<file path="src/rtl/fork_alloc_pkg.sv">
package fork_alloc_pkg;

    localparam int VPE_W   = 2;
    localparam int ASID_W  = 8;
    localparam int MODE_W  = 2;
    localparam int RUNST_W = 2;
    localparam int EXC_W   = 3;

    localparam logic [RUNST_W-1:0] RUNST_RUNNING = 2'd0;
    localparam logic [RUNST_W-1:0] RUNST_PARKED  = 2'd1;

    localparam logic [EXC_W-1:0] EXC_NONE    = 3'd0;
    localparam logic [EXC_W-1:0] EXC_NO_FREE = 3'd1;

    typedef struct packed {
        logic [VPE_W-1:0]   vpe;
        logic               alloc;
        logic               halt;
        logic               active;
        logic               dirty;
        logic               dslot;
        logic [RUNST_W-1:0] runst;
        logic [MODE_W-1:0]  mode;
        logic [ASID_W-1:0]  asid;
    } ctx_stat_t;

    typedef enum logic [0:0] {
        SC_IDLE = 1'b0,
        SC_SCAN = 1'b1
    } scan_st_e;

    function automatic ctx_stat_t reset_stat();
        ctx_stat_t r;
        r.vpe    = '0;
        r.alloc  = 1'b1;
        r.halt   = 1'b0;
        r.active = 1'b0;
        r.dirty  = 1'b0;
        r.dslot  = 1'b0;
        r.runst  = RUNST_PARKED;
        r.mode   = '0;
        r.asid   = '0;
        return r;
    endfunction

    function automatic logic is_free(ctx_stat_t s, logic [VPE_W-1:0] want_vpe);
        return (s.vpe == want_vpe) && s.alloc && !s.halt && !s.active;
    endfunction

    function automatic ctx_stat_t spawn_stat(ctx_stat_t old,
                                             logic [MODE_W-1:0] m,
                                             logic [ASID_W-1:0] a);
        ctx_stat_t r;
        r        = old;
        r.runst  = RUNST_RUNNING;
        r.dslot  = 1'b0;
        r.dirty  = 1'b1;
        r.active = 1'b1;
        r.mode   = m;
        r.asid   = a;
        return r;
    endfunction

    function automatic ctx_stat_t merge_cfg(ctx_stat_t old, ctx_stat_t upd);
        ctx_stat_t r;
        r       = upd;
        r.dirty = old.dirty;
        r.runst = old.runst;
        return r;
    endfunction

endpackage

</file>
<file path="src/rtl/ctx_table.sv">
module ctx_table
    import fork_alloc_pkg::*;
#(
    parameter int NUM_CTX = 8,
    parameter int IDX_W   = 3,
    parameter int ADDR_W  = 32
) (
    input  logic              clk,
    input  logic              rst,
    input  logic              cfg_en,
    input  logic [IDX_W-1:0]  cfg_idx,
    input  ctx_stat_t         cfg_stat,
    input  logic              commit_en,
    input  logic [IDX_W-1:0]  commit_idx,
    input  ctx_stat_t         commit_stat,
    input  logic [ADDR_W-1:0] commit_pc,
    input  logic [IDX_W-1:0]  probe_idx,
    output ctx_stat_t         probe_stat,
    input  logic [IDX_W-1:0]  src_idx,
    output ctx_stat_t         src_stat,
    input  logic [IDX_W-1:0]  rd_idx,
    output ctx_stat_t         rd_stat,
    output logic [ADDR_W-1:0] rd_pc
);

    ctx_stat_t         stat_arr [NUM_CTX];
    logic [ADDR_W-1:0] pc_arr   [NUM_CTX];

    for (genvar g = 0; g < NUM_CTX; g++) begin : g_entry
        ctx_stat_t         s_q;
        logic [ADDR_W-1:0] pc_q;
        logic              hit_commit;
        logic              hit_cfg;

        assign hit_commit = commit_en && (commit_idx == IDX_W'(g));
        assign hit_cfg    = cfg_en && (cfg_idx == IDX_W'(g));

        always_ff @(posedge clk) begin
            if (rst) begin
                s_q  <= reset_stat();
                pc_q <= '0;
            end else if (hit_commit) begin
                s_q  <= commit_stat;
                pc_q <= commit_pc;
            end else if (hit_cfg) begin
                s_q  <= merge_cfg(s_q, cfg_stat);
            end
        end

        assign stat_arr[g] = s_q;
        assign pc_arr[g]   = pc_q;
    end

    assign probe_stat = stat_arr[probe_idx];
    assign src_stat   = stat_arr[src_idx];
    assign rd_stat    = stat_arr[rd_idx];
    assign rd_pc      = pc_arr[rd_idx];

    AST_COMMIT_MARKS_LIVE: assert property (@(posedge clk) disable iff (rst)
        commit_en |=> (stat_arr[$past(commit_idx)].active && stat_arr[$past(commit_idx)].dirty))
        else $error("commit did not mark context live");

    AST_CFG_NOT_WITH_COMMIT: assert property (@(posedge clk) disable iff (rst)
        !(cfg_en && commit_en))
        else $error("config write during a walk");

endmodule

</file>
<file path="src/rtl/fork_scanner.sv">
module fork_scanner
    import fork_alloc_pkg::*;
#(
    parameter int NUM_CTX = 8,
    parameter int IDX_W   = 3,
    parameter int ADDR_W  = 32,
    parameter int DATA_W  = 32,
    parameter int RIDX_W  = 5
) (
    input  logic              clk,
    input  logic              rst,
    input  logic              req,
    input  logic [ADDR_W-1:0] req_pc,
    input  logic [DATA_W-1:0] req_val,
    input  logic [RIDX_W-1:0] req_dst,
    input  ctx_stat_t         src_stat,
    output logic [IDX_W-1:0]  probe_idx,
    input  ctx_stat_t         probe_stat,
    output logic              busy,
    output logic              commit_en,
    output logic [IDX_W-1:0]  commit_idx,
    output ctx_stat_t         commit_stat,
    output logic [ADDR_W-1:0] commit_pc,
    output logic              done,
    output logic              ok,
    output logic [IDX_W-1:0]  ctx,
    output logic [EXC_W-1:0]  exc,
    output logic              fault,
    output logic              wr_en,
    output logic [IDX_W-1:0]  wr_ctx,
    output logic [RIDX_W-1:0] wr_reg,
    output logic [DATA_W-1:0] wr_data
);

    localparam logic [IDX_W-1:0] LAST_IDX = IDX_W'(NUM_CTX - 1);

    typedef struct packed {
        logic [VPE_W-1:0]  vpe;
        logic [MODE_W-1:0] mode;
        logic [ASID_W-1:0] asid;
        logic [ADDR_W-1:0] pc;
        logic [DATA_W-1:0] val;
        logic [RIDX_W-1:0] dst;
    } job_t;

    scan_st_e         st_q;
    job_t             job_q;
    logic [IDX_W-1:0] scan_q;
    logic             hit;
    logic             at_last;

    assign busy      = (st_q == SC_SCAN);
    assign probe_idx = scan_q;
    assign hit       = busy && is_free(probe_stat, job_q.vpe);
    assign at_last   = (scan_q == LAST_IDX);

    assign commit_en   = hit;
    assign commit_idx  = scan_q;
    assign commit_stat = spawn_stat(probe_stat, job_q.mode, job_q.asid);
    assign commit_pc   = job_q.pc;

    always_ff @(posedge clk) begin
        if (rst) begin
            st_q    <= SC_IDLE;
            job_q   <= '0;
            scan_q  <= '0;
            done    <= 1'b0;
            ok      <= 1'b0;
            ctx     <= '0;
            exc     <= EXC_NONE;
            fault   <= 1'b0;
            wr_en   <= 1'b0;
            wr_ctx  <= '0;
            wr_reg  <= '0;
            wr_data <= '0;
        end else begin
            done  <= 1'b0;
            fault <= 1'b0;
            wr_en <= 1'b0;
            unique case (st_q)
                SC_IDLE: begin
                    if (req) begin
                        st_q       <= SC_SCAN;
                        scan_q     <= '0;
                        job_q.vpe  <= src_stat.vpe;
                        job_q.mode <= src_stat.mode;
                        job_q.asid <= src_stat.asid;
                        job_q.pc   <= req_pc;
                        job_q.val  <= req_val;
                        job_q.dst  <= req_dst;
                    end
                end
                SC_SCAN: begin
                    if (hit) begin
                        st_q    <= SC_IDLE;
                        done    <= 1'b1;
                        ok      <= 1'b1;
                        ctx     <= scan_q;
                        exc     <= EXC_NONE;
                        wr_en   <= 1'b1;
                        wr_ctx  <= scan_q;
                        wr_reg  <= job_q.dst;
                        wr_data <= job_q.val;
                    end else if (at_last) begin
                        st_q  <= SC_IDLE;
                        done  <= 1'b1;
                        ok    <= 1'b0;
                        exc   <= EXC_NO_FREE;
                        fault <= 1'b1;
                    end else begin
                        scan_q <= scan_q + 1'b1;
                    end
                end
                default: st_q <= SC_IDLE;
            endcase
        end
    end

    AST_DONE_SINGLE: assert property (@(posedge clk) disable iff (rst)
        done |=> !done)
        else $error("done held for more than one cycle");

    AST_SCAN_ASCENDS: assert property (@(posedge clk) disable iff (rst)
        (busy && $past(busy) && !$past(rst)) |-> (scan_q == $past(scan_q) + 1'b1))
        else $error("walk skipped or repeated an index");

    AST_FAULT_ON_FAIL_ONLY: assert property (@(posedge clk) disable iff (rst)
        fault |-> (done && !ok && exc == EXC_NO_FREE))
        else $error("fault without failed completion");

    AST_FAIL_AFTER_LAST: assert property (@(posedge clk) disable iff (rst)
        (done && !ok) |-> ($past(scan_q) == LAST_IDX))
        else $error("failure before the last context");

    AST_WRITE_WITH_SUCCESS: assert property (@(posedge clk) disable iff (rst)
        wr_en |-> (done && ok))
        else $error("register write outside a successful fork");

endmodule

</file>
<file path="src/rtl/fork_alloc.sv">
module fork_alloc
    import fork_alloc_pkg::*;
#(
    parameter int MAX_CTX_SEL = 7,
    parameter int ADDR_W      = 32,
    parameter int DATA_W      = 32,
    parameter int RIDX_W      = 5,
    localparam int NUM_CTX    = MAX_CTX_SEL + 1,
    localparam int IDX_W      = (NUM_CTX > 1) ? $clog2(NUM_CTX) : 1
) (
    input  logic               clk,
    input  logic               rst,
    input  logic               fork_req,
    input  logic [IDX_W-1:0]   fork_src,
    input  logic [ADDR_W-1:0]  fork_pc,
    input  logic [DATA_W-1:0]  fork_val,
    input  logic [RIDX_W-1:0]  fork_dst,
    output logic               fork_done,
    output logic               fork_ok,
    output logic [IDX_W-1:0]   fork_ctx,
    output logic [EXC_W-1:0]   exc_code,
    output logic               thread_fault,
    output logic               rf_we,
    output logic [IDX_W-1:0]   rf_ctx,
    output logic [RIDX_W-1:0]  rf_idx,
    output logic [DATA_W-1:0]  rf_data,
    input  logic               cfg_we,
    input  logic [IDX_W-1:0]   cfg_ctx,
    input  logic [VPE_W-1:0]   cfg_vpe,
    input  logic               cfg_alloc,
    input  logic               cfg_halt,
    input  logic               cfg_active,
    input  logic               cfg_dslot,
    input  logic [MODE_W-1:0]  cfg_mode,
    input  logic [ASID_W-1:0]  cfg_asid,
    input  logic [IDX_W-1:0]   rd_ctx,
    output logic [VPE_W-1:0]   rd_vpe,
    output logic               rd_alloc,
    output logic               rd_halt,
    output logic               rd_active,
    output logic               rd_dirty,
    output logic               rd_dslot,
    output logic [RUNST_W-1:0] rd_runst,
    output logic [MODE_W-1:0]  rd_mode,
    output logic [ASID_W-1:0]  rd_asid,
    output logic [ADDR_W-1:0]  rd_pc
);

    logic              busy;
    logic              cfg_en;
    ctx_stat_t         cfg_stat;
    logic [IDX_W-1:0]  probe_idx;
    ctx_stat_t         probe_stat;
    ctx_stat_t         src_stat;
    ctx_stat_t         rd_stat;
    logic              commit_en;
    logic [IDX_W-1:0]  commit_idx;
    ctx_stat_t         commit_stat;
    logic [ADDR_W-1:0] commit_pc;

    assign cfg_en = cfg_we && !busy;

    always_comb begin
        cfg_stat        = '0;
        cfg_stat.vpe    = cfg_vpe;
        cfg_stat.alloc  = cfg_alloc;
        cfg_stat.halt   = cfg_halt;
        cfg_stat.active = cfg_active;
        cfg_stat.dslot  = cfg_dslot;
        cfg_stat.mode   = cfg_mode;
        cfg_stat.asid   = cfg_asid;
    end

    ctx_table #(
        .NUM_CTX (NUM_CTX),
        .IDX_W   (IDX_W),
        .ADDR_W  (ADDR_W)
    ) table_i (
        .clk         (clk),
        .rst         (rst),
        .cfg_en      (cfg_en),
        .cfg_idx     (cfg_ctx),
        .cfg_stat    (cfg_stat),
        .commit_en   (commit_en),
        .commit_idx  (commit_idx),
        .commit_stat (commit_stat),
        .commit_pc   (commit_pc),
        .probe_idx   (probe_idx),
        .probe_stat  (probe_stat),
        .src_idx     (fork_src),
        .src_stat    (src_stat),
        .rd_idx      (rd_ctx),
        .rd_stat     (rd_stat),
        .rd_pc       (rd_pc)
    );

    fork_scanner #(
        .NUM_CTX (NUM_CTX),
        .IDX_W   (IDX_W),
        .ADDR_W  (ADDR_W),
        .DATA_W  (DATA_W),
        .RIDX_W  (RIDX_W)
    ) scan_i (
        .clk         (clk),
        .rst         (rst),
        .req         (fork_req),
        .req_pc      (fork_pc),
        .req_val     (fork_val),
        .req_dst     (fork_dst),
        .src_stat    (src_stat),
        .probe_idx   (probe_idx),
        .probe_stat  (probe_stat),
        .busy        (busy),
        .commit_en   (commit_en),
        .commit_idx  (commit_idx),
        .commit_stat (commit_stat),
        .commit_pc   (commit_pc),
        .done        (fork_done),
        .ok          (fork_ok),
        .ctx         (fork_ctx),
        .exc         (exc_code),
        .fault       (thread_fault),
        .wr_en       (rf_we),
        .wr_ctx      (rf_ctx),
        .wr_reg      (rf_idx),
        .wr_data     (rf_data)
    );

    assign rd_vpe    = rd_stat.vpe;
    assign rd_alloc  = rd_stat.alloc;
    assign rd_halt   = rd_stat.halt;
    assign rd_active = rd_stat.active;
    assign rd_dirty  = rd_stat.dirty;
    assign rd_dslot  = rd_stat.dslot;
    assign rd_runst  = rd_stat.runst;
    assign rd_mode   = rd_stat.mode;
    assign rd_asid   = rd_stat.asid;

    AST_NO_WRITE_ON_FAULT: assert property (@(posedge clk) disable iff (rst)
        thread_fault |-> !rf_we)
        else $error("register write on a failed fork");

endmodule

</file>
<file path="config.mk">
export PLATFORM = sky130hd
export DESIGN_NAME = fork_alloc
export DESIGN_NICKNAME = d
export VERILOG_FILES = /design/src/rtl/fork_alloc_pkg.sv /design/src/rtl/ctx_table.sv /design/src/rtl/fork_scanner.sv /design/src/rtl/fork_alloc.sv
export SDC_FILE = /design/constraint.sdc
export NUM_CORES = 1
export LEC_CHECK = 0
export BUFFER_PORTS_ARGS = -buffer_cell sky130_fd_sc_hd__buf_2
export CAP_MARGIN = 20
export CORE_MARGIN = 5
export CORE_UTILIZATION = 50
export CTS_CLUSTER_DIAMETER = 100
export DETAILED_ROUTE_END_ITERATION = 10
export GPL_TIMING_DRIVEN = 1
export PLACE_DENSITY = 0.69
export SLEW_MARGIN = 10
export SYNTH_ARGS = -nofsm -noshare
export SYNTH_HDL_FRONTEND = slang
export SYNTH_SLANG_ARGS = --single-unit
</file>
<file path="constraint.sdc">
create_clock -name clk -period 3.9 [get_ports clk]
set_input_delay 0 -clock clk [delete_from_list [all_inputs] [get_ports clk]]
set_output_delay 0 -clock clk [all_outputs]
set_load 0.1 [all_outputs]
</file>
-- Yosys cells after proc, flatten, opt, wreduce, memory -nomap -nowiden
Cells that the tools add are included.
Widths: inputs -> output; s select.
- register bits: 532
- output and inout bits: 101
- add/subtract/negate cells: 1
- order comparisons: 3
- equal/unequal tests: 18
- mux-type cells: 43
- bitwise logic cells: 4
- reduce and logical (&&, ||, !) cells: 49
- operator list (kind ; count):
    $mux 19 ; 22
    $bmux 19 s3 ; 3
    $bmux 32 s3 ; 1
    $mux 32 ; 2
    $eq 3x3->1 const B ; 8
    $logic_and 1x1->1 ; 21
    $reduce_bool 2->1 ; 9
    $reduce_or 2->1 ; 9
    $mux 3 ; 5
    $eq 3x2->1 const B ; 4
    $ge 4x4->1 const B ; 3
    $not 3->4 ; 3
    $mux 1 ; 8
    $eq 3x1->1 const B ; 2
    $logic_not 3->1 ; 2
    $ne 2x2->1 const B ; 3
    $pmux 3 s2 ; 1
    $reduce_and 2->1 ; 3
    $add 3x1->3 const B ; 1
    $logic_not 1->1 ; 3
    $reduce_and 3->1 ; 1
    $reduce_or 3->1 ; 1
    $eq 2x2->1 ; 1
    $pmux 1 s2 ; 1
    $not 1->1 ; 1

-- Depth between registers and ports, before layout
Gate-level depths: netlist (run 1).
- depth after elaboration: 11
- gate-level depth with buffers: 10

-- Hierarchy
A second synthesis (run 1) with hierarchy kept.
- cells, all modules: 2835
- area, all modules: 26674.3 µm²
- by module, submodules not included (module ; times used ; cells an instance ; area each (µm²) ; sequential area each (µm²)):
    ctx_table ; 1 ; 2189 ; 21255.4 ; 8167.8
    fork_scanner ; 1 ; 644 ; 5401.4 ; 2602.5
    fork_alloc ; 1 ; 2 ; 17.5 ; 0.0

-- Worst setup path before layout (run 1)
No wires, ideal clock.
- path kind: reg2reg
- from: register scan_i.scan_q[0] (netlist: scan_i.commit_idx[0])
- to: register table_i.g_entry[1].s_q[10] (netlist name)
- library setup time: 0.114 ns
- data arrival time: 2.697 ns
- data required time: 3.786 ns
- setup slack: 1.089 ns
- stages on the path, launching flop included: 10
- period minus slack after synthesis: 2.811 ns
- path through: dfxtp_1 -> buf_6 -> mux4_2 -> or3b_1 -> or2_1 -> buf_6 -> or4_4 -> buf_6 -> buf_6 -> a21o_1
- word-level cells in the longest chain between the ends: 11
- RTL lines (element ; line ; source):
    start: declaration ; fork_scanner.sv:48 ; logic [IDX_W-1:0] scan_q;
    start signal: assignment ; fork_scanner.sv:111 ; scan_q <= scan_q + 1'b1;
    $not 3->4 (implied by the code) ; ctx_table.sv:54 ; assign probe_stat = stat_arr[probe_idx];
    $bmux 19 s3 ; ctx_table.sv:54 ;
    $mux 19 (implied by the code) (2 in a row) ; ctx_table.sv:54 ;
    $eq 2x2->1 ; fork_alloc_pkg.sv:47 ; return (s.vpe == want_vpe) && s.alloc && !s.halt && !s.active;
    $logic_and 1x1->1 (3 in a row) ; fork_alloc_pkg.sv:47 ;
    $logic_and 1x1->1 ; fork_scanner.sv:54 ; assign hit = busy && is_free(probe_stat, job_q.vpe);
    $logic_and 1x1->1 (*) ; ctx_table.sv:35 ; assign hit_commit = commit_en && (commit_idx == IDX_W'(g));
    $mux 19 ; ctx_table.sv:42 ; end else if (hit_commit) begin
    end signal: assignment ; ctx_table.sv:40 ; s_q <= reset_stat();
    end signal: assignment ; ctx_table.sv:43 ; s_q <= commit_stat;
    end signal: assignment ; ctx_table.sv:46 ; s_q <= merge_cfg(s_q, cfg_stat);
    end: declaration ; ctx_table.sv:30 ; ctx_stat_t s_q;
Mark *: on every way between the ends. The rest lies on a longest branch, timed or not. The select of a mux whose other input is x is not followed.
A chain may end at the register's enable or synchronous reset.

-- Worst setup path in the final report (run 1)
- from: register scan_i.scan_q[0] (netlist: scan_i.commit_idx[0])
- to: register table_i.g_entry[2].pc_q[8]
- word-level cells in the longest chain between the ends: 10
- RTL lines (element ; line ; source):
    $not 3->4 (implied by the code) ; ctx_table.sv:54 ;
    $bmux 19 s3 ; ctx_table.sv:54 ;
    $mux 19 (implied by the code) (2 in a row) ; ctx_table.sv:54 ;
    $eq 2x2->1 ; fork_alloc_pkg.sv:47 ;
    $logic_and 1x1->1 (3 in a row) ; fork_alloc_pkg.sv:47 ;
    $logic_and 1x1->1 ; fork_scanner.sv:54 ;
    $logic_and 1x1->1 (*) ; ctx_table.sv:35 ;
    end signal: assignment ; ctx_table.sv:44 ; pc_q <= commit_pc;
    end: declaration ; ctx_table.sv:31 ; logic [ADDR_W-1:0] pc_q;
Marked as above.

==> results.ini, run 1 <==
[run]
max_cap_viol_count=0

[grt]
overflow=0
grt_antenna_before_repair=1
grt_pass1_wl_um=107000
grt_max_degree=135
grt_pass1_vias=19300
grt_usage_pct=24.9

[clock_tree]
cts_tree=yes
cts_setup_buffers=0
cts_resized=0
cts-buffers-inserted=54
root_buffer=clkbuf_16
clkSinkCount=530
h-tree-depth=2
clk_latency_ns=0.61
clock_path_buffers=3
clk_pin_slew_ns=0.06

[power_and_ir_drop]
irDropWorstVdd_uv=326
cellInternalPower_w=0.00896
p_seq_share_pct=47.1
clockPowerShare_pct=42.9
leakage_nw=10.3
total_power_w=0.0120
p_per_area_nw_per_um2=427
swShare_pct=25.6
combinationalPowerShare_pct=9.9
p_sw_w=0.00308

[floorplanning]
die_area_um2=52700
start_util_pct=50.5
io_pins=199
design.core.area_um2=47700
die_y_um=230
die_w_um=230
std_cell_rows=80

[setup_path]
critPathLaunchType=flop
r2r-start=scan_i.commit_idx[0]
cp_max_fo=18
critPathArrivalTime_ns=3.83
worstSetupPathType=flop to flop
max_stage_delay_ns=0.61
cp-startpoint=scan_i.commit_idx[0]
worstPathCellList=buf_4, mux4_2, mux2i_1, xnor2_2, buf_4, nor4_4, buf_4, nand2_1, a21oi_1
cp.buffers_inverters=3
critPathTopFamily=multiplexers
crit_path_end_kind=flop
crit_slowest_cell=nor4_4
crit_top_cell=buf_4
worst_ep_required_time_ns=4.43

[finish]
regArea_um2=10600
reg_top3=table_i.g_entry.pc_q: 256 flops, table_i.g_entry.s_q: 144 flops, scan_i.job_q: 39 flops
multi_input_area_um2=12500
top_register=table_i.g_entry.pc_q
largest_register_ffs=256
nFillCells=3968
drive_gt1_share_pct=20.9
fin_nets=2759
syn_to_final_growth_pct=16.9

[logic_synthesis]
synth_top_cell_area_share_pct=44.0
synthArstFlopShare_pct=0
ys_warn_count=0
avgSynthCellArea_um2=9.71
syn_inst=2486
syn-cell-area_um2=24100
synthFlopType=dfxtp_1
yosysSeqAreaShare_pct=44.0
synth_edf_count=0
synthTopCellsByArea=dfxtp_1, mux4_2, mux2i_1
synth_seq_cells=530
synth_cell_types=50
yosys.area.top_type=dfxtp_1

[routing]
drt_iter0_drc=1517
via_per_inst=5.82
route.detailed.wl_per_inst_um=20.4
drc=0
drt_pass1_iterations=6
vias=19300
drt-total-wl_um=67600
ant_nets=0

[outcome]
outcome=complete, no violations

[worst_hold_path]
worst_hold_path_type=input port to flop
hold_start=fork_src[1]

[sta]
min_period_ns=3.30
tightest_slew_ns=0.902
relSlewSlack_pct=39.9
hold_viol_final=0
report.final.setup_viol=0
finalClockSkew_ns=0.0177
post-route-period-util_pct=84.6
rsz0062_at_grt=no
finalSetupTns_ns=0
maxSlewViolCount=0
fmax_ghz=0.303

[place]
finalWeightedCongestion=0.830
port_buffers=195
dpl.hpwl_um=40900

## power by group through the flow
| stage | clock, W | combinational [W] | sequential (W) |
|---|---|---|---|
| CTS | 0.00525 | 0.00119 | 0.00567 |
| global route | 0.00548 | 0.00128 | 0.00569 |
| floorplan | 0 | 0.000762 | 0.00583 |
| global placement | 0 | 0.00111 | 0.00578 |
| finish | 0.00517 | 0.00120 | 0.00568 |
| detailed placement | 0 | 0.00112 | 0.00579 |
## per-layer routing
layer | up-vias | track usage (%) | wire length [um]
met1 | 9482 | 32.0 | 27800
met4 | 0 | 8.74 | 2130
met5 | - | 0 | 0
met2 | 676 | 42.7 | 33400
li1 | 8977 | - | -
met3 | 150 | 4.12 | 4280
## worst register-to-register path, cell delays in order, from the launching register on
cell     delay, ns
dfxtp_1       0.37
buf_4         0.25
mux4_2        0.55
mux2i_1       0.40
xnor2_2       0.16
buf_4         0.23
nor4_4        0.61
buf_4         0.41
nand2_1       0.11
a21oi_1       0.14
## layout make-up
class	instances	area share [%]
well taps	615	2.73
diodes	1	0.00888
multi-input cells	1716	44.4
flip-flops and latches	530	37.6
clock buffers	83	5.71
inverters	14	0.186
clock inverters	17	0.590
repair buffers	339	8.72
## what timing repair did
item	in CTS	in global routing
hold buffers	88	0
hold endpoints to repair	216	0
setup endpoints to repair	0	0
## placed cells by master (no fill, tap or decap), types with 13 or more instances in the layout
| master | Yosys | routed |
|---|---|---|
| nand2b_1 | 128 | 128 |
| nor2_1 | 133 | 132 |
| clkbuf_16 | 0 | 54 |
| dlygate4sd3_1 | 0 | 88 |
| mux2i_1 | 241 | 241 |
| dfxtp_1 | 530 | 530 |
| clkbuf_8 | 0 | 15 |
| inv_1 | 14 | 14 |
| or3_1 | 25 | 25 |
| mux2_2 | 54 | 54 |
| o31ai_1 | 30 | 30 |
| a21oi_1 | 243 | 243 |
| mux4_2 | 134 | 134 |
| a211oi_1 | 36 | 36 |
| buf_12 | 0 | 13 |
| buf_2 | 36 | 192 |
| nand2_1 | 556 | 555 |
| buf_4 | 15 | 44 |
| clkbuf_1 | 127 | 14 |
## synth_stat cells (36+ instances only)
library cell / number
buf_1: 42
mux2_2: 54
mux4_2: 134
nand2_1: 556
buf_2: 36
dfxtp_1: 530
clkbuf_1: 127
nor2_1: 133
a21oi_1: 243
a211oi_1: 36
nand2b_1: 128
mux2i_1: 241
## final timing paths
path | cells past startpoint | endpoint | slack (ns)
worst max-delay path | 9 | table_i.g_entry[2].pc_q[8] | 0.60
worst min register to register | 2 | table_i.g_entry[7].pc_q[31] | 0.45
worst max register to register | 9 | table_i.g_entry[2].pc_q[8] | 0.60
worst min-delay path | 3 | scan_i.job_q[79] | 0.03
## cell families (layout without fill, tap and decap cells)
logic type                 Yosys count  count (layout)  share of synthesized area [%]
buffers and inverters              242             453                           4.43
muxes                              430             430                           25.1
adders and majority gates            6               6                          0.311
other                                1               4                         0.0155
DFF                                530             530                           44.0
xor gates and xnor gates             4               4                          0.145
and+or+nand+nor                    903             903                           16.6
AOI/OAI and AO/OA                  370             370                           9.41
## per-stage QoR
step	util, %	hold WS [ns]	setup slack [ns]	area [um2]	instances
final	59.1	0.0273	0.601	28200	3315
after global routing	59.1	0.0377	0.449	28200	3315
after CTS	59.0	0.000394	0.644	28200	3314
after detailed placement	53.5	0.246	0.676	25500	3126
after global placement	53.5	0.240	0.675	25500	3126
after floorplan	-	0.122	1.09	24100	2488
Power figures use the tool's default switching activity.
==> run 2, diff against run 1 <==
- PLACE_DENSITY: 0.69 -> 0.71
- clock period: 3.9 -> 2.76 ns (I/O delays scaled with it)
==> results.ini, run 2 (same netlist as run 1, synthesis figures left out) <==
[setup_path]
crit_top_cell=buf_12
critPathLaunchType=flop
critPathTopFamily=multiplexers
crit_slowest_cell=or4b_4
max_stage_delay_ns=0.53  ; -0.08 ns
critPathArrivalTime_ns=3.27  ; -0.56 ns
worstSetupPathType=flop to flop
r2r_slack_ns=-0.0006  ; -0.60 ns
worstPathCellList=mux4_2, mux2_4, or4b_4, nor4_4, buf_12, buf_12, mux2i_1
cp.buffers_inverters=2  ; -1
crit_path_end_kind=flop
worst_ep_required_time_ns=3.27  ; -1.16 ns
cp_max_fo=7  ; -11

[power_and_ir_drop]
clockPowerShare_pct=43.2  ; +0.3 points
p_per_area_nw_per_um2=586  ; +37%
p_seq_share_pct=46.3  ; -0.8 points
p_sw_w=0.00435  ; +41%
cellInternalPower_w=0.0130  ; +45%
leakage_nw=10.9  ; +6.4%
swShare_pct=25.1  ; -0.52 points
combinationalPowerShare_pct=10.6  ; +0.7 points
irDropWorstVdd_uv=416  ; +28%

[outcome]
violations=setup timing
outcome=complete, but fails checks

[routing]
vias=19800  ; +2.5%
drt_iter0_drc=1531  ; +0.92%
drt_pass1_iterations=5  ; -1
drc=0  ; unchanged
route.detailed.wl_per_inst_um=21.0  ; +3.2%
ant_nets=0  ; unchanged
via_per_inst=5.82  ; about the same
drt-total-wl_um=71500  ; +5.8%

[clock_tree]
root_buffer=clkbuf_16
h-tree-depth=2  ; unchanged
clk_latency_ns=0.60  ; about the same
cts_tree=yes
cts-buffers-inserted=54  ; unchanged
clkSinkCount=530  ; unchanged
clk_pin_slew_ns=0.06  ; about the same
clock_path_buffers=3  ; unchanged

[grt]
grt_antenna_before_repair=0  ; -1
grt_pass1_wl_um=108000  ; +0.58%
grt_usage_pct=24.9  ; about the same
overflow=0  ; unchanged
grt_pass1_vias=19900  ; +3.3%
grt_max_degree=173  ; +28%

[sta]
hold_viol_final=0  ; unchanged
fmax_ghz=0.362  ; +20%
tightest_slew_ns=0.998  ; +0.0963 ns
report.final.setup_viol=1  ; +1
post-route-period-util_pct=100  ; +15 points
relSlewSlack_pct=33.4  ; -6.4 points
finalSetupTns_ns=-0.000594  ; -0.000594 ns
finalClockSkew_ns=0.0243  ; +0.00664 ns
fin_ws_ns=-0.000594  ; -0.602 ns
min_period_ns=2.76  ; -0.538 ns
rsz0062_at_grt=yes
maxSlewViolCount=0  ; unchanged

[finish]
nFillCells=3720  ; -6.3%
layout_commonest_cell=nand2_1
largest_register_ffs=256  ; unchanged
layout_common_cells=nand2_1, dfxtp_1, mux2i_1, a21oi_1, buf_2
reg_top3=table_i.g_entry.pc_q: 256 flops, table_i.g_entry.s_q: 144 flops, scan_i.job_q: 39 flops
top_register=table_i.g_entry.pc_q
fin_nets=2843  ; +3.0%
fin_util_pct=61.9  ; +2.9 points
syn_to_final_growth_pct=22.6
drive_gt1_share_pct=23.7  ; +2.8 points

[floorplanning]
die_w_um=230  ; unchanged
die_area_um2=52700  ; unchanged
std_cell_rows=80  ; unchanged
start_util_pct=50.5  ; unchanged
io_pins=199  ; unchanged
design.core.area_um2=47700  ; unchanged
die_y_um=230  ; unchanged

[place]
finalWeightedCongestion=0.853  ; +2.8%
port_buffers=195  ; unchanged
dpl.hpwl_um=42800  ; +4.7%

[worst_hold_path]
worst_hold_path_type=input port to flop

[run]
max_cap_viol_count=0  ; unchanged

[run 2: changes by cell type in the layout (fill, tap and decap cells not counted), moves of 3 or more]
cell / before / now
a21oi_2: 0 / 5
clkinv_2: 8 / 13
buf_12: 13 / 37
dlygate4sd3_1: 88 / 95
buf_4: 44 / 71
a21oi_1: 243 / 238
clkbuf_8: 15 / 12
bufinv_16: 2 / 5
clkbuf_16: 54 / 69
mux2i_1: 241 / 238
buf_6: 1 / 10
[run 2: worst register-to-register path, delay by kind of cell (launching register included)]
| family | cells | cell delay [ns] |
|---|---|---|
| flip-flops | 1 | 0.37 |
| multiplexers | 3 | 1.00 |
| AND/OR/NAND/NOR | 2 | 0.93 |
| buffers and inverters | 2 | 0.35 |
[run 2: what timing repair did]
| item | 4_1_cts | 5_1_grt |
|---|---|---|
| setup buffers | 0 | 12 |
| endpoints found under the setup margin | 142 | 266 |
| resized for setup | 4 | 40 |
| gates cloned | 0 | 18 |
| hold buffers | 95 | 0 |
| hold endpoints to repair | 212 | 0 |
| pin swaps | 0 | 5 |
[run 2: power by group through the flow]
stage / combinational, W / clock (W) / sequential, W
6_report: 0.00183 / 0.00748 / 0.00802
3_3_place_gp: 0.00162 / 0 / 0.00817
5_1_grt: 0.00195 / 0.00791 / 0.00804
4_1_cts: 0.00176 / 0.00758 / 0.00801
3_5_place_dp: 0.00165 / 0 / 0.00818
2_1_floorplan: 0.00108 / 0 / 0.00824
[run 2: final cells by class]
| type | instances | area (um2) | share of cell area [%] |
|---|---|---|---|
| well taps | 615 | 769 | 2.60 |
| clock buffers | 79 | 1590 | 5.36 |
| diodes | 1 | 2.50 | 0.00846 |
| multi-input cells | 1716 | 12600 | 42.6 |
| inverters | 14 | 52.6 | 0.178 |
| repair buffers | 423 | 3720 | 12.6 |
| flip-flops and latches | 530 | 10600 | 35.9 |
| clock inverters | 19 | 224 | 0.757 |
[run 2: final timing paths]
path | from | cells after the start | end
worst max register to register | scan_i.commit_idx[1] | 7 | table_i.g_entry[6].pc_q[6]
worst min-delay path | fork_req | 5 | scan_i.commit_pc[0]
worst max-delay path | scan_i.commit_idx[1] | 7 | table_i.g_entry[6].pc_q[6]
worst min register to register | table_i.g_entry[7].pc_q[21] | 2 | table_i.g_entry[7].pc_q[21]
[run 2: routing by layer]
layer	vias to the layer above	global-route usage, %	part of all wire [%]
li1	9134	-	-
met1	9690	30.8	40
met2	751	43.3	50
met3	184	4.44	6.4
met4	0	9.85	4.1
met5	-	0	0
[run 2: per-stage QoR]
| stage | cell area (um2) | worst slack [ns] | std cells | power, W | hold slack, ns |
|---|---|---|---|---|---|
| after global routing | 29600 | -0.109 | 3396 | 0.0179 | 0.0508 |
| after global placement | 26200 | -0.0157 | 3173 | 0.00978 | 0.241 |
| after detailed placement | 26200 | -0.109 | 3173 | 0.00983 | 0.248 |
| final | 29600 | -0.000594 | 3397 | 0.0173 | 0.0399 |
| after CTS | 29000 | 0.000524 | 3366 | 0.0174 | 0.00138 |
| after floorplan | 24100 | -0.00130 | 2488 | 0.00932 | 0.122 |
==> run 3, diff against run 2 <==
- CORE_MARGIN: 5 -> 3
==> results.ini, run 3 (same netlist as run 1, synthesis figures left out) <==
[sta]
min_period_ns=2.79  ; +0.0300 ns
maxSlewViolCount=0  ; unchanged
finalClockSkew_ns=0.0144  ; -0.00995 ns
worst_hold_slack_ns=0.0361  ; -0.00381 ns
rsz0062_at_grt=yes
post-route-period-util_pct=101  ; +1.1 points
report.final.setup_viol=2  ; +1
hold_viol_final=0  ; unchanged
tightest_slew_ns=0.879  ; -0.119 ns
fin_ws_ns=-0.0306  ; -0.0300 ns
fmax_ghz=0.358  ; -1.1%
relSlewSlack_pct=41.4  ; +7.9 points

[clock_tree]
clock_path_buffers=3  ; unchanged
h-tree-depth=2  ; unchanged
cts_tree=yes
cts-buffers-inserted=55  ; +1.9%
root_buffer=clkbuf_16
clk_pin_slew_ns=0.06  ; about the same
clk_latency_ns=0.60  ; about the same
clkSinkCount=530  ; unchanged

[setup_path]
worstSetupPathType=flop to flop
crit_path_end_kind=flop
r2r_slack_ns=-0.03  ; -0.03 ns
cp_max_fo=6  ; -1
critPathLaunchType=flop
worst_ep_required_time_ns=3.23  ; -0.04 ns
critPathArrivalTime_ns=3.26  ; about the same

[grt]
grt_antenna_before_repair=0  ; unchanged
overflow=0  ; unchanged
grt_pass1_vias=19500  ; -2.4%
grt_pass1_wl_um=106000  ; -2.1%
grt_usage_pct=26.0  ; +1.1 points
grt_max_degree=130  ; -25%

[finish]
top_register=table_i.g_entry.pc_q
fin_nets=2846  ; +0.11%
largest_register_ffs=256  ; unchanged
layout_commonest_cell=nand2_1
fin_util_pct=62.7  ; +0.72 points
reg_top3=table_i.g_entry.pc_q: 256 flops, table_i.g_entry.s_q: 144 flops, scan_i.job_q: 39 flops
drive_gt1_share_pct=23.7  ; about the same
layout_common_cells=nand2_1, dfxtp_1, a21oi_1
syn_to_final_growth_pct=22.5

[power_and_ir_drop]
swShare_pct=25.2  ; +0.15 points
irDropWorstVdd_uv=487  ; +17%
p_per_area_nw_per_um2=585  ; about the same
clockPowerShare_pct=42.5  ; -0.7 points
leakage_nw=10.9  ; -0.29%
p_sw_w=0.00436  ; +0.39%
cellInternalPower_w=0.0129  ; -0.40%
p_seq_share_pct=46.4  ; about the same
combinationalPowerShare_pct=11.1  ; +0.5 points

[routing]
ant_nets=0  ; unchanged
drt_iter0_drc=1711  ; +12%
drc=0  ; unchanged
drt_pass1_iterations=5  ; unchanged
via_per_inst=5.78  ; -0.55%
route.detailed.wl_per_inst_um=20.4  ; -3.0%
vias=19600  ; -0.76%
drt-total-wl_um=69200  ; -3.2%

[place]
finalWeightedCongestion=0.881  ; +3.3%
post-place-ws_ns=-0.0524  ; +0.0567 ns
port_buffers=195  ; unchanged
dpl.hpwl_um=42500  ; -0.71%

[floorplanning]
io_pins=199  ; unchanged
start_util_pct=51.2  ; +0.64 points
die_area_um2=50900  ; -3.5%
design.core.area_um2=47100  ; -1.2%
die_w_um=226  ; -1.7%
std_cell_rows=79  ; -1.3%
die_y_um=226  ; -1.7%

[worst_hold_path]
worst_hold_path_type=input port to flop

[outcome]
outcome=complete, but fails checks
violations=setup timing

[run]
max_cap_viol_count=0  ; unchanged

run 3: worst max-delay path, stage by stage, from the launching register on:
cell and delay, ns:
dfxtp_4 0.39, mux4_2 0.52, or3b_4 0.43, buf_6 0.13
a211o_1 0.29, nor3_4 0.24, buf_6 0.15, clkbuf_16 0.16
mux2i_4 0.23, nor2_1 0.09
run 3: path summary, 6_finish.rpt:
path,startpoint,to,depth (start not counted)
setup / recovery,scan_i.commit_idx[0],scan_i.wr_reg[3],9
hold / removal,fork_src[1],scan_i.commit_stat[7],3
setup reg to reg,scan_i.commit_idx[0],scan_i.wr_reg[3],9
hold reg to reg,table_i.g_entry[2].pc_q[14],table_i.g_entry[2].pc_q[14],2
run 3: metal layers:
layer	wire length, um	global-route usage, %	share of wire (%)
met5	0	0	0
met4	2310	10.1	3.3
met1	28200	33.0	41
met2	34200	45.1	49
met3	4450	3.80	6.4
run 3: layout make-up:
type	count	area, um2
Inverter	14	52.6
Tap cell	607	759
Antenna cell	1	2.50
Fill cell	3697	17600
Sequential cell	530	10600
Multi-Input combinational cell	1716	12600
Clock inverter	8	109
Clock buffer	89	1680
Timing Repair Buffer	425	3690
run 3: what timing repair did:
| item | 4_1_cts | 5_1_grt |
|---|---|---|
| pin swaps | 0 | 7 |
| hold endpoints to repair | 231 | 0 |
| gates resized for setup | 5 | 40 |
| setup endpoints to repair | 116 | 207 |
| hold buffers | 95 | 0 |
| cloned | 0 | 11 |
| setup buffers | 0 | 8 |
run 3: power by group through the flow:
stage / Sequential, W / Clock (W) / Combinational, W
after floorplan: 0.00824 / 0 / 0.00108
after global placement: 0.00817 / 0 / 0.00164
after detailed placement: 0.00818 / 0 / 0.00167
after CTS: 0.00802 / 0.00745 / 0.00178
after global routing: 0.00804 / 0.00774 / 0.00205
final: 0.00803 / 0.00735 / 0.00192
run 3: per-stage QoR:
step	total power [W]	area [um2]	std cells	setup TNS, ns
floorplan	0.00932	24100	2488	-0.00130
global placement	0.00981	26300	3178	0
detailed placement	0.00986	26300	3178	-1.45
CTS	0.0172	29100	3370	0
global route	0.0178	29500	3389	-2.18
finish	0.0173	29500	3390	-0.0313
